==> src/rtl/gtmr_pkg.sv <==
package gtmr_pkg;
  // Strobes from control to datapath, one bundle per cycle
  typedef struct packed {
    logic countEn;
    logic wrHi;
    logic wrLo;
    logic clrFlag;
  } gtmrStrobe_t;
endpackage

==> src/rtl/gtmr_ctrl.sv <==
module gtmr_ctrl
  import gtmr_pkg::*;
#(
  parameter int PRESCALE = 6
) (
  input  logic        clk,
  input  logic        rstN,
  input  logic        cntSel,
  input  logic        gateEn,
  input  logic        runEn,
  input  logic        extGate,
  input  logic        cntPin,
  input  logic        wrHi,
  input  logic        wrLo,
  input  logic        flagClr,
  input  logic        intAck,
  output gtmrStrobe_t strobe
);
  localparam int PRE_W = (PRESCALE > 1) ? $clog2(PRESCALE) : 1;

  logic preTick;

  generate
    if (PRESCALE > 1) begin : g_div
      logic [PRE_W-1:0] preCnt;
      always_ff @(posedge clk or negedge rstN) begin
        if (!rstN) preCnt <= '0;
        else if (preCnt == PRE_W'(PRESCALE - 1)) preCnt <= '0;
        else preCnt <= preCnt + PRE_W'(1);
      end
      assign preTick = (preCnt == PRE_W'(PRESCALE - 1));

      // strobe is a single-cycle pulse
      p_tick_single_r3: assert property (@(posedge clk) disable iff (!rstN)
        preTick |=> !preTick);
    end else begin : g_nodiv
      assign preTick = 1'b1;
    end
  endgenerate

  // Pin sampler: two stages, falling edge = old high, new low
  logic pinS0, pinS1, pinFell;
  always_ff @(posedge clk or negedge rstN) begin
    if (!rstN) begin
      pinS0 <= 1'b0;
      pinS1 <= 1'b0;
    end else begin
      pinS0 <= cntPin;
      pinS1 <= pinS0;
    end
  end
  assign pinFell = pinS1 & ~pinS0;

  logic gateOk;
  assign gateOk = runEn & (~gateEn | extGate);

  always_comb begin
    strobe.countEn = gateOk & (cntSel ? pinFell : preTick);
    strobe.wrHi    = wrHi;
    strobe.wrLo    = wrLo;
    strobe.clrFlag = flagClr | intAck;
  end

  // a detected edge cannot repeat in the next cycle
  p_edge_single_r4: assert property (@(posedge clk) disable iff (!rstN)
    pinFell |=> !pinFell);
endmodule

==> src/rtl/gtmr_dpath.sv <==
module gtmr_dpath
  import gtmr_pkg::*;
#(
  parameter int BYTE_W = 8,
  parameter int LOW13_W = 5
) (
  input  logic              clk,
  input  logic              rstN,
  input  logic              modeWide,
  input  logic [BYTE_W-1:0] wrData,
  input  gtmrStrobe_t       strobe,
  output logic [BYTE_W-1:0] hiQ,
  output logic [BYTE_W-1:0] loQ,
  output logic              flagQ
);
  localparam int WIDE_W = 2 * BYTE_W;
  localparam int NARROW_W = BYTE_W + LOW13_W;

  logic [WIDE_W-1:0]   sumWide;
  logic [NARROW_W-1:0] sumNarrow;
  logic wrapNow, anyWr, stepNow;

  assign sumWide   = {hiQ, loQ} + WIDE_W'(1);
  assign sumNarrow = {hiQ, loQ[LOW13_W-1:0]} + NARROW_W'(1);
  assign wrapNow   = modeWide ? (&{hiQ, loQ}) : (&{hiQ, loQ[LOW13_W-1:0]});
  assign anyWr     = strobe.wrHi | strobe.wrLo;
  assign stepNow   = strobe.countEn & ~anyWr;

  always_ff @(posedge clk or negedge rstN) begin
    if (!rstN) begin
      hiQ <= '0;
      loQ <= '0;
    end else if (anyWr) begin
      if (strobe.wrHi) hiQ <= wrData;
      if (strobe.wrLo) loQ <= wrData;
    end else if (strobe.countEn) begin
      if (modeWide) begin
        {hiQ, loQ} <= sumWide;
      end else begin
        hiQ <= sumNarrow[NARROW_W-1:LOW13_W];
        loQ[LOW13_W-1:0] <= sumNarrow[LOW13_W-1:0];
      end
    end
  end

  always_ff @(posedge clk or negedge rstN) begin
    if (!rstN) flagQ <= 1'b0;
    else if (stepNow && wrapNow) flagQ <= 1'b1;
    else if (strobe.clrFlag) flagQ <= 1'b0;
  end

  // no step and no write leaves both bytes unchanged
  p_hold_r2: assert property (@(posedge clk) disable iff (!rstN)
    (!strobe.countEn && !anyWr) |=> ($stable(hiQ) && $stable(loQ)));
  // a high-byte write lands as written
  p_wr_hi_r9: assert property (@(posedge clk) disable iff (!rstN)
    strobe.wrHi |=> (hiQ == $past(wrData)));
  // upper low-byte bits are frozen in 13-bit mode unless written
  p_lo_upper_r5: assert property (@(posedge clk) disable iff (!rstN)
    (!modeWide && !strobe.wrLo) |=> (loQ[BYTE_W-1:LOW13_W] == $past(loQ[BYTE_W-1:LOW13_W])));
  // a wrapping step raises the flag and zeroes the chain
  p_wrap_flag_r7: assert property (@(posedge clk) disable iff (!rstN)
    (stepNow && wrapNow) |=> (flagQ && hiQ == '0));
  // without a set or clear the flag keeps its value
  p_flag_hold_r8: assert property (@(posedge clk) disable iff (!rstN)
    (!stepNow && !strobe.clrFlag) |=> $stable(flagQ));
endmodule

==> src/rtl/gtmr_top.sv <==
module gtmr_top
  import gtmr_pkg::*;
#(
  parameter int BYTE_W = 8,
  parameter int LOW13_W = 5,
  parameter int PRESCALE = 6
) (
  input  logic              clk,
  input  logic              rstN,
  input  logic              modeWide,
  input  logic              cntSel,
  input  logic              gateEn,
  input  logic              runEn,
  input  logic              extGate,
  input  logic              cntPin,
  input  logic              wrHi,
  input  logic              wrLo,
  input  logic [BYTE_W-1:0] wrData,
  input  logic              flagClr,
  input  logic              intAck,
  output logic [BYTE_W-1:0] cntHi,
  output logic [BYTE_W-1:0] cntLo,
  output logic              ovfFlag
);
  gtmrStrobe_t strobe;

  gtmr_ctrl #(.PRESCALE(PRESCALE)) u_ctrl (
    .clk(clk), .rstN(rstN), .cntSel(cntSel), .gateEn(gateEn), .runEn(runEn),
    .extGate(extGate), .cntPin(cntPin), .wrHi(wrHi), .wrLo(wrLo),
    .flagClr(flagClr), .intAck(intAck), .strobe(strobe)
  );

  gtmr_dpath #(.BYTE_W(BYTE_W), .LOW13_W(LOW13_W)) u_dpath (
    .clk(clk), .rstN(rstN), .modeWide(modeWide), .wrData(wrData),
    .strobe(strobe), .hiQ(cntHi), .loQ(cntLo), .flagQ(ovfFlag)
  );
endmodule

==> config.mk <==
export PLATFORM = sky130hd
export DESIGN_NAME = gtmr_top
export DESIGN_NICKNAME = d
export VERILOG_FILES = /design/src/rtl/gtmr_pkg.sv /design/src/rtl/gtmr_ctrl.sv /design/src/rtl/gtmr_dpath.sv /design/src/rtl/gtmr_top.sv
export SDC_FILE = /design/constraint.sdc
export NUM_CORES = 1
export LEC_CHECK = 0
export BUFFER_PORTS_ARGS = -buffer_cell sky130_fd_sc_hd__buf_2
export CORE_ASPECT_RATIO = 0.7
export CORE_MARGIN = 8
export CORE_UTILIZATION = 50
export DETAILED_ROUTE_END_ITERATION = 7
export MAX_ROUTING_LAYER = met4
export PLACE_DENSITY = 0.88
export SYNTH_ARGS = -nofsm -noshare
export SYNTH_HDL_FRONTEND = slang
export SYNTH_HIERARCHICAL = 1
export SYNTH_SLANG_ARGS = --single-unit
==> constraint.sdc <==
create_clock -name clk -period 2.2 [get_ports clk]
set_input_delay 0.22 -clock clk [delete_from_list [all_inputs] [get_ports clk]]
set_output_delay 0.22 -clock clk [all_outputs]
set_load 0.01 [all_outputs]
Yosys cells after proc, flatten, opt, wreduce, memory -nomap -nowiden:

Index checks and enable logic that the tools add are counted.

* bits in registers: 22
* logic and storage cells: 46

* add/sub/neg operators: 3
* mux-type cells: 14
* equality and inequality tests: 3
* reduce and logical (&&, ||, !) cells: 9
* bitwise gates (word level): 10

Operator list (number)
* $mux 8: 7
* $add 16x1->16 const B: 1
* $reduce_and 16->1: 1
* $add 13x1->13 const B: 1
* $reduce_and 13->1: 1
* $mux 3: 2
* $reduce_bool 2->1: 3
* $mux 5: 1
* $and 1x1->1: 4
* $mux 1: 4
* $ne 2x2->1 const B: 2
* $reduce_and 2->1: 2
* $add 3x1->3 const B: 1
* $eq 3x3->1 const B: 1
* $not 1->1: 3
* $or 1x1->1: 3
* $reduce_and 3->1: 1
* $logic_and 1x1->1: 1

Longest topological paths before layout:

Gate-level depths: netlist (run 1).

* word-level depth: 7
* depth in mapped cells: 8
* mapped depth without buffers: 7

By module:

The synthesis (run 1) kept the hierarchy.

Modules (own cells, without submodules)
* gtmr_dpath: cells an instance 118, area an instance 1017.2 µm², instances 1
* gtmr_ctrl: cells an instance 19, area an instance 220.2 µm², instances 1

Worst setup path before layout (run 1):

OpenSTA, ideal clock, no wires.

* kind: register to register
* start: register u_ctrl.pinS0
* end: register u_dpath.loQ[5]
* arrival time: 1.537 ns
* period minus slack after synthesis: 1.659 ns
* library setup time: 0.121 ns
* data required time: 2.079 ns
* slack: 0.541 ns
* stages on the path, launching flop included: 7
* path through: dfrtp_1 nand2b_4 a211oi_2 nor2b_1 clkbuf_1 a21oi_1 o22a_1

RTL lines
* from (decl): RTL line gtmr_ctrl.sv:42 `logic pinS0, pinS1, pinFell;`
* from (signal assigned): RTL line gtmr_ctrl.sv:48 `pinS0 <= cntPin;`
* to (signal assigned): RTL line gtmr_dpath.sv:35 `if (strobe.wrLo) loQ <= wrData;`
* to (signal assigned): RTL line gtmr_dpath.sv:38 `{hiQ, loQ} <= sumWide;`
* to (signal, indexed assignment): RTL line gtmr_dpath.sv:41 `loQ[LOW13_W-1:0] <= sumNarrow[LOW13_W-1:0];`
* to (decl): RTL line gtmr_dpath.sv:13 `output logic [BYTE_W-1:0] loQ,`

==> flow_metrics.py, run 1 <==
metrics = {
    "cells_and_area": {
        "seqCellArea_sq_um": 551,
        "mostFrequentLayoutCell": "buf_2",
        "area_growth_pct": 20.7,
        "antenna_cells": 0,
        "multi_input_comb_area_sq_um": 623,
        "final_cell_area_sq_um": 1490,
        "drive_above_1_share_pct": 28.2,
        "nets": 196,
        "final_cell_mix": "buf_2 (36), dfrtp_1 (22), nand2_1 (15), nor2_1 (11)",
        "nFillCells": 219,
    },
    "global_routing": {
        "antenna_found_initial": 0,
        "grt_remaining_overflow": 0,
        "grt_pass1_wl_um": 5310,
        "groute.usage.overall_pct": 16.2,
        "grt_pass1_vias": 1190,
        "grt_max_degree": 23,
    },
    "critical_path": {
        "crit_family": "compound AO/OA/AOI/OAI gates",
        "endpoint_kind": "flip-flop",
        "r2r-end": "u_dpath/loQ[6]",
        "crit_arrival_ns": 2.29,
        "timing.rr.start": "u_ctrl/pinS0",
        "cp-start-kind": "flip-flop",
        "path_class": "flip-flop to flip-flop",
        "cp.required_ns": 2.45,
        "path_cells": "nand2b_4 > a211oi_2 > nor2b_1 > a21oi_1 > a21oi_1 > o22a_1",
        "slowest_stage": "nor2b_1",
        "r2r_slack_ns": 0.17,
        "worst_path_most_repeated_cell": "a21oi_1",
        "crit_fanout": 6,
        "path_buf_inv": 0,
        "ff2ff_path_depth": 6,
        "cpPeakStageDelay_ns": 0.48,
    },
    "sta": {
        "hold_viol_final": 0,
        "setup-tns-final_ns": 0,
        "slew_headroom_pct": 66.6,
        "fin_crit_ns": 2.03,
        "report.final.slew_viol_count": 0,
        "finalClockSkew_ns": 0.00289,
        "worst_pin_slew_ns": 0.500,
        "fin_crit_sh_pct": 92.5,
        "rsz0062_at_grt": "no",
        "setup_viol": 0,
        "max_freq_mhz": 491,
    },
    "place": {
        "dpl-instance-area_sq_um": 1440,
        "place.gp.congestion": 0.883,
        "io_buffers": 36,
        "hpwl_um": 2600,
    },
    "floorplan": {
        "die_h_um": 57.6,
        "core_sq_um": 2400,
        "io_pins": 37,
        "num_rows": 15,
        "initial_utilization_pct": 51.5,
        "fp.dieW_um": 75.5,
        "die_area_sq_um": 4350,
    },
    "clock_tree": {
        "clk_pin_slew_ns": 0.12,
        "cts_hold_buf": 1,
        "cts_setup_buffers": 0,
        "htree_levels": 1,
        "cts_root_buffer": "clkbuf_4",
        "cts_tree": "done",
        "cts_buffers": 3,
        "clock_path_buffers": 2,
        "clkSinkCount": 22,
        "ctsResizeCount": 0,
        "clock_latency_ns": 0.31,
    },
    "logic_synthesis": {
        "synth_nets": 158,
        "yosysUniqueCellTypes": 39,
        "avgSynthCellArea_sq_um": 9.03,
        "yosysWarnings": 6,
        "syn_inst": 137,
        "ys_seq_area_share_pct": 44.5,
        "synth_top_area_share_pct": 44.5,
        "synth_area_leaders": "dfrtp_1 (44%), nand2_1 (4.6%), a21oi_1 (3.6%), o21ai_0 (3.6%), xor2_1 (3.5%)",
        "syn_area_sq_um": 1240,
        "yosys.area.top_type": "dfrtp_1",
        "synth-seq-cells": 22,
    },
    "routing": {
        "routed_wl_um": 3380,
        "drc_errors": 0,
        "post_drt_via_cell_ratio": 5.76,
        "num_vias": 1198,
        "drtAntennaViolNets": 0,
        "wl_per_cell_um": 16.2,
        "first_pass_iters": 4,
        "drtIter0Drc": 123,
    },
    "outcome": {
        "outcome": "finished clean",
    },
    "run": {
        "maxCapViolCount": 0,
    },
    "power": {
        "finalPower_mw": 0.884,
        "p_leak_nw": 0.664,
        "ir_worst_vdd_v": 0.000411,
        "powerDensity_nw_per_um2": 592,
    },
    "min_path": {
        "hold_path_depth": 3,
        "min_from": "wrData[0]",
        "hp-class": "input pin to flip-flop",
        "min_to": "u_dpath/hiQ[0]",
    },
}
## registers in the layout, summed over array words and instances (netlist names)
name	flops
u_dpath/loQ	8
u_ctrl/pinS1	1
u_dpath/hiQ	8
u_dpath/flagQ	1
u_ctrl/g_div.preCnt	3
u_ctrl/pinS0	1
## synthesized netlist by cell type, drive strengths merged
master and number:
or3 1, dfrtp 22, and3 2, a31oi 6, a21oi 9, o2bb2ai 1, nor2 11, mux2 1
xnor2 1, a41oi 1, clkbuf 4, buf 2, o22a 3, o22ai 2, nand3 6, ha 1
o211ai 1, nand4 6, nor2b 2, nand2 15, nand2b 3, or2 2, inv 9, a221oi 1
o21ai 11, xor2 5, and4 1, a211oi 1, mux2i 2, o32ai 2, a2bb2oi 1, o31ai 1
o21a 1
## routing by layer
layer | part of all wire, % | GRT usage (%) | wire (um)
met1 | 43 | 18.8 | 1440
met2 | 46 | 24.7 | 1550
met3 | 9.6 | 6.20 | 323
met4 | 2.0 | 6.54 | 68
met5 | 0 | - | 0
## tightest hold or removal path, stage by stage
cell     delay (ns)
buf_2          0.08
nand2_1        0.05
o21ai_1        0.06
## layout make-up
class | instances | share of cell area [%]
multi-input cells | 100 | 41.7
flip-flops and latches | 22 | 36.9
repair buffers | 39 | 13.9
well taps | 34 | 2.85
clock buffers | 4 | 2.43
inverters | 9 | 2.26
## metrics by stage
step	util [%]	hold slack (ns)	instances	worst slack, ns
2_1_floorplan	-	-0.0756	137	0.541
3_3_place_gp	59.8	0.199	202	0.377
3_5_place_dp	59.8	0.209	202	0.245
4_1_cts	61.8	0.00256	207	0.205
5_1_grt	62.2	0.151	208	0.0305
6_report	62.2	0.140	208	0.165
## how the worst max path moves through the flow
stage	start	to	depth (start not counted)
6_report	u_ctrl/pinS0	u_dpath/loQ[6]	6
5_1_grt	u_ctrl/pinS0	u_dpath/loQ[6]	6
4_1_cts	u_ctrl/pinS0	u_dpath/loQ[6]	6
3_5_place_dp	u_ctrl/pinS0	u_dpath/loQ[6]	6
3_3_place_gp	u_ctrl/pinS0	u_dpath/loQ[6]	5
2_1_floorplan	u_ctrl/pinS0	u_dpath/loQ[5]	6
## cells by family after synthesis
kind of cell	Yosys count	share of synthesized area, %
buf+inv	15	5.16
mux	3	2.53
fa+ha+maj	1	1.01
simple gates	49	20.1
compound gates	41	22.4
xor+xnor	6	4.25
flops	22	44.5
## power breakdown
group          switching [mW]  internal (mW)
registers              0.0444          0.436
logic                   0.102         0.0797
clock network           0.121          0.101
total                   0.268          0.617
(Power assumes the default switching activity.)
==> inputs of run 2 (changes only) <==
--- a/config.mk
+++ b/config.mk
@@ -6,7 +6,6 @@
 export NUM_CORES = 1
 export LEC_CHECK = 0
 export BUFFER_PORTS_ARGS = -buffer_cell sky130_fd_sc_hd__buf_2
-export CORE_ASPECT_RATIO = 0.7
 export CORE_MARGIN = 8
 export CORE_UTILIZATION = 50
 export DETAILED_ROUTE_END_ITERATION = 7
==> flow_metrics.py, run 2 (synthesis gave the netlist of run 1 again) <==
metrics = {
    "cells_and_area": {
        "nets": 196,
        "area_growth_pct": 20.3,
        "drive_above_1_share_pct": 28.2,
        "postLayoutCoreUtil_pct": 61.8,
        "final_cell_mix": "buf_2 (36), dfrtp_1 (22), nand2_1 (15), nor2_1 (11)",
        "layoutNonFillerInstCount": 204,
        "mostFrequentLayoutCell": "buf_2",
        "final_cell_area_sq_um": 1490,
        "antenna_cells": 0,
        "reg_top3": "u_dpath/hiQ (8), u_dpath/loQ (8), u_ctrl/g_div.preCnt (3)",
    },
    "critical_path": {
        "endpoint_kind": "flip-flop",
        "crit_fanout": 6,
        "cp-startpoint": "u_ctrl/pinS0",
        "crit_arrival_ns": 2.24,
        "cp-start-kind": "flip-flop",
        "cp.required_ns": 2.46,
        "timing.rr.start": "u_ctrl/pinS0",
        "path_class": "flip-flop to flip-flop",
    },
    "floorplan": {
        "die_h_um": 65.8,
        "fp.dieW_um": 65.8,
        "core_sq_um": 2410,
        "initial_utilization_pct": 51.3,
        "die_area_sq_um": 4320,
        "io_pins": 37,
        "num_rows": 18,
    },
    "global_routing": {
        "grt_remaining_overflow": 0,
        "grt_pass1_vias": 1218,
        "grt_max_degree": 23,
        "groute.usage.overall_pct": 15.4,
        "antenna_found_initial": 0,
        "grt_pass1_wl_um": 5280,
    },
    "sta": {
        "report.final.slew_viol_count": 0,
        "setup_viol": 0,
        "rsz0062_at_grt": "no",
        "setup_ws_ns": 0.211,
        "setup-tns-final_ns": 0,
        "hold_viol_final": 0,
        "slew_headroom_pct": 67.5,
        "max_freq_mhz": 503,
        "worst_pin_slew_ns": 0.487,
        "finalClockSkew_ns": 0.00967,
        "whs_ns": 0.141,
        "fin_crit_sh_pct": 90.4,
        "fin_crit_ns": 1.99,
    },
    "min_path": {
        "min_from": "wrData[4]",
        "hp-class": "input pin to flip-flop",
    },
    "routing": {
        "drc_errors": 0,
        "post_drt_via_cell_ratio": 5.83,
        "routed_wl_um": 3150,
        "first_pass_iters": 4,
        "drtAntennaViolNets": 0,
        "drtIter0Drc": 40,
        "wl_per_cell_um": 15.5,
        "num_vias": 1189,
    },
    "power": {
        "ir_worst_vdd_v": 0.000553,
        "finalPower_mw": 0.877,
        "powerDensity_nw_per_um2": 589,
        "p_leak_nw": 0.664,
    },
    "clock_tree": {
        "cts_tree": "done",
        "cts_buffers": 3,
        "htree_levels": 1,
        "clk_pin_slew_ns": 0.12,
        "clock_path_buffers": 2,
        "cts_hold_buf": 1,
        "cts_setup_buffers": 0,
        "ctsResizeCount": 0,
        "cts_root_buffer": "clkbuf_4",
        "clock_latency_ns": 0.31,
        "clkSinkCount": 22,
    },
    "outcome": {
        "outcome": "finished clean",
    },
    "place": {
        "io_buffers": 36,
        "hpwl_um": 2410,
        "dp.cells": 198,
        "place.gp.congestion": 0.870,
        "dpl-instance-area_sq_um": 1430,
        "pre_cts_ws_ns": 0.274,
    },
    "run": {
        "maxCapViolCount": 0,
    },
}
run 2: cell counts in the layout (fill, tap and decap cells not counted):
Identical to the previous run, type by type.
run 2: per-layer routing:
metal / vias up / GRT usage (%) / share of wire (%)
met5: - / - / 0
li1: 569 / - / -
met3: 2 / 3.23 / 8.4
met1: 561 / 18.6 / 44
met2: 57 / 24.6 / 47
met4: 0 / 5.45 / 0.38
run 2: power by group:
part | total, mW | internal [mW] | switching (mW)
Clock | 0.221 | 0.101 | 0.120
Combinational | 0.178 | 0.0796 | 0.0985
Sequential | 0.479 | 0.436 | 0.0428
Total | 0.877 | 0.616 | 0.261
run 2: area by class of cell:
type                    instances  area, sq um
inverters                       9         33.8
clock buffers                   4         36.3
multi-input cells             100          623
repair buffers                 39          208
flip-flops and latches         22          551
fillers                       208          921
well taps                      30         37.5
run 2: final timing paths:
| check | slack (ns) | to | cells past startpoint |
|---|---|---|---|
| setup reg to reg | 0.21 | u_dpath/loQ[5] | 6 |
| setup / recovery | 0.21 | u_dpath/loQ[5] | 6 |
| min in group asynchronous | 0.39 | u_dpath/flagQ | 2 |
| hold reg to reg | 0.40 | u_ctrl/pinS1 | 0 |
| max in group asynchronous | 1.47 | u_ctrl/g_div.preCnt[0] | 2 |
| hold / removal | 0.14 | u_dpath/loQ[4] | 3 |
run 2: critical path, stage by stage, from the launching register on:
cell and delay [ns]:
dfrtp_1 0.40, nand2b_4 0.14, a211oi_2 0.33, nor2b_1 0.47
a21oi_1 0.26, a21oi_1 0.18, o22a_1 0.16
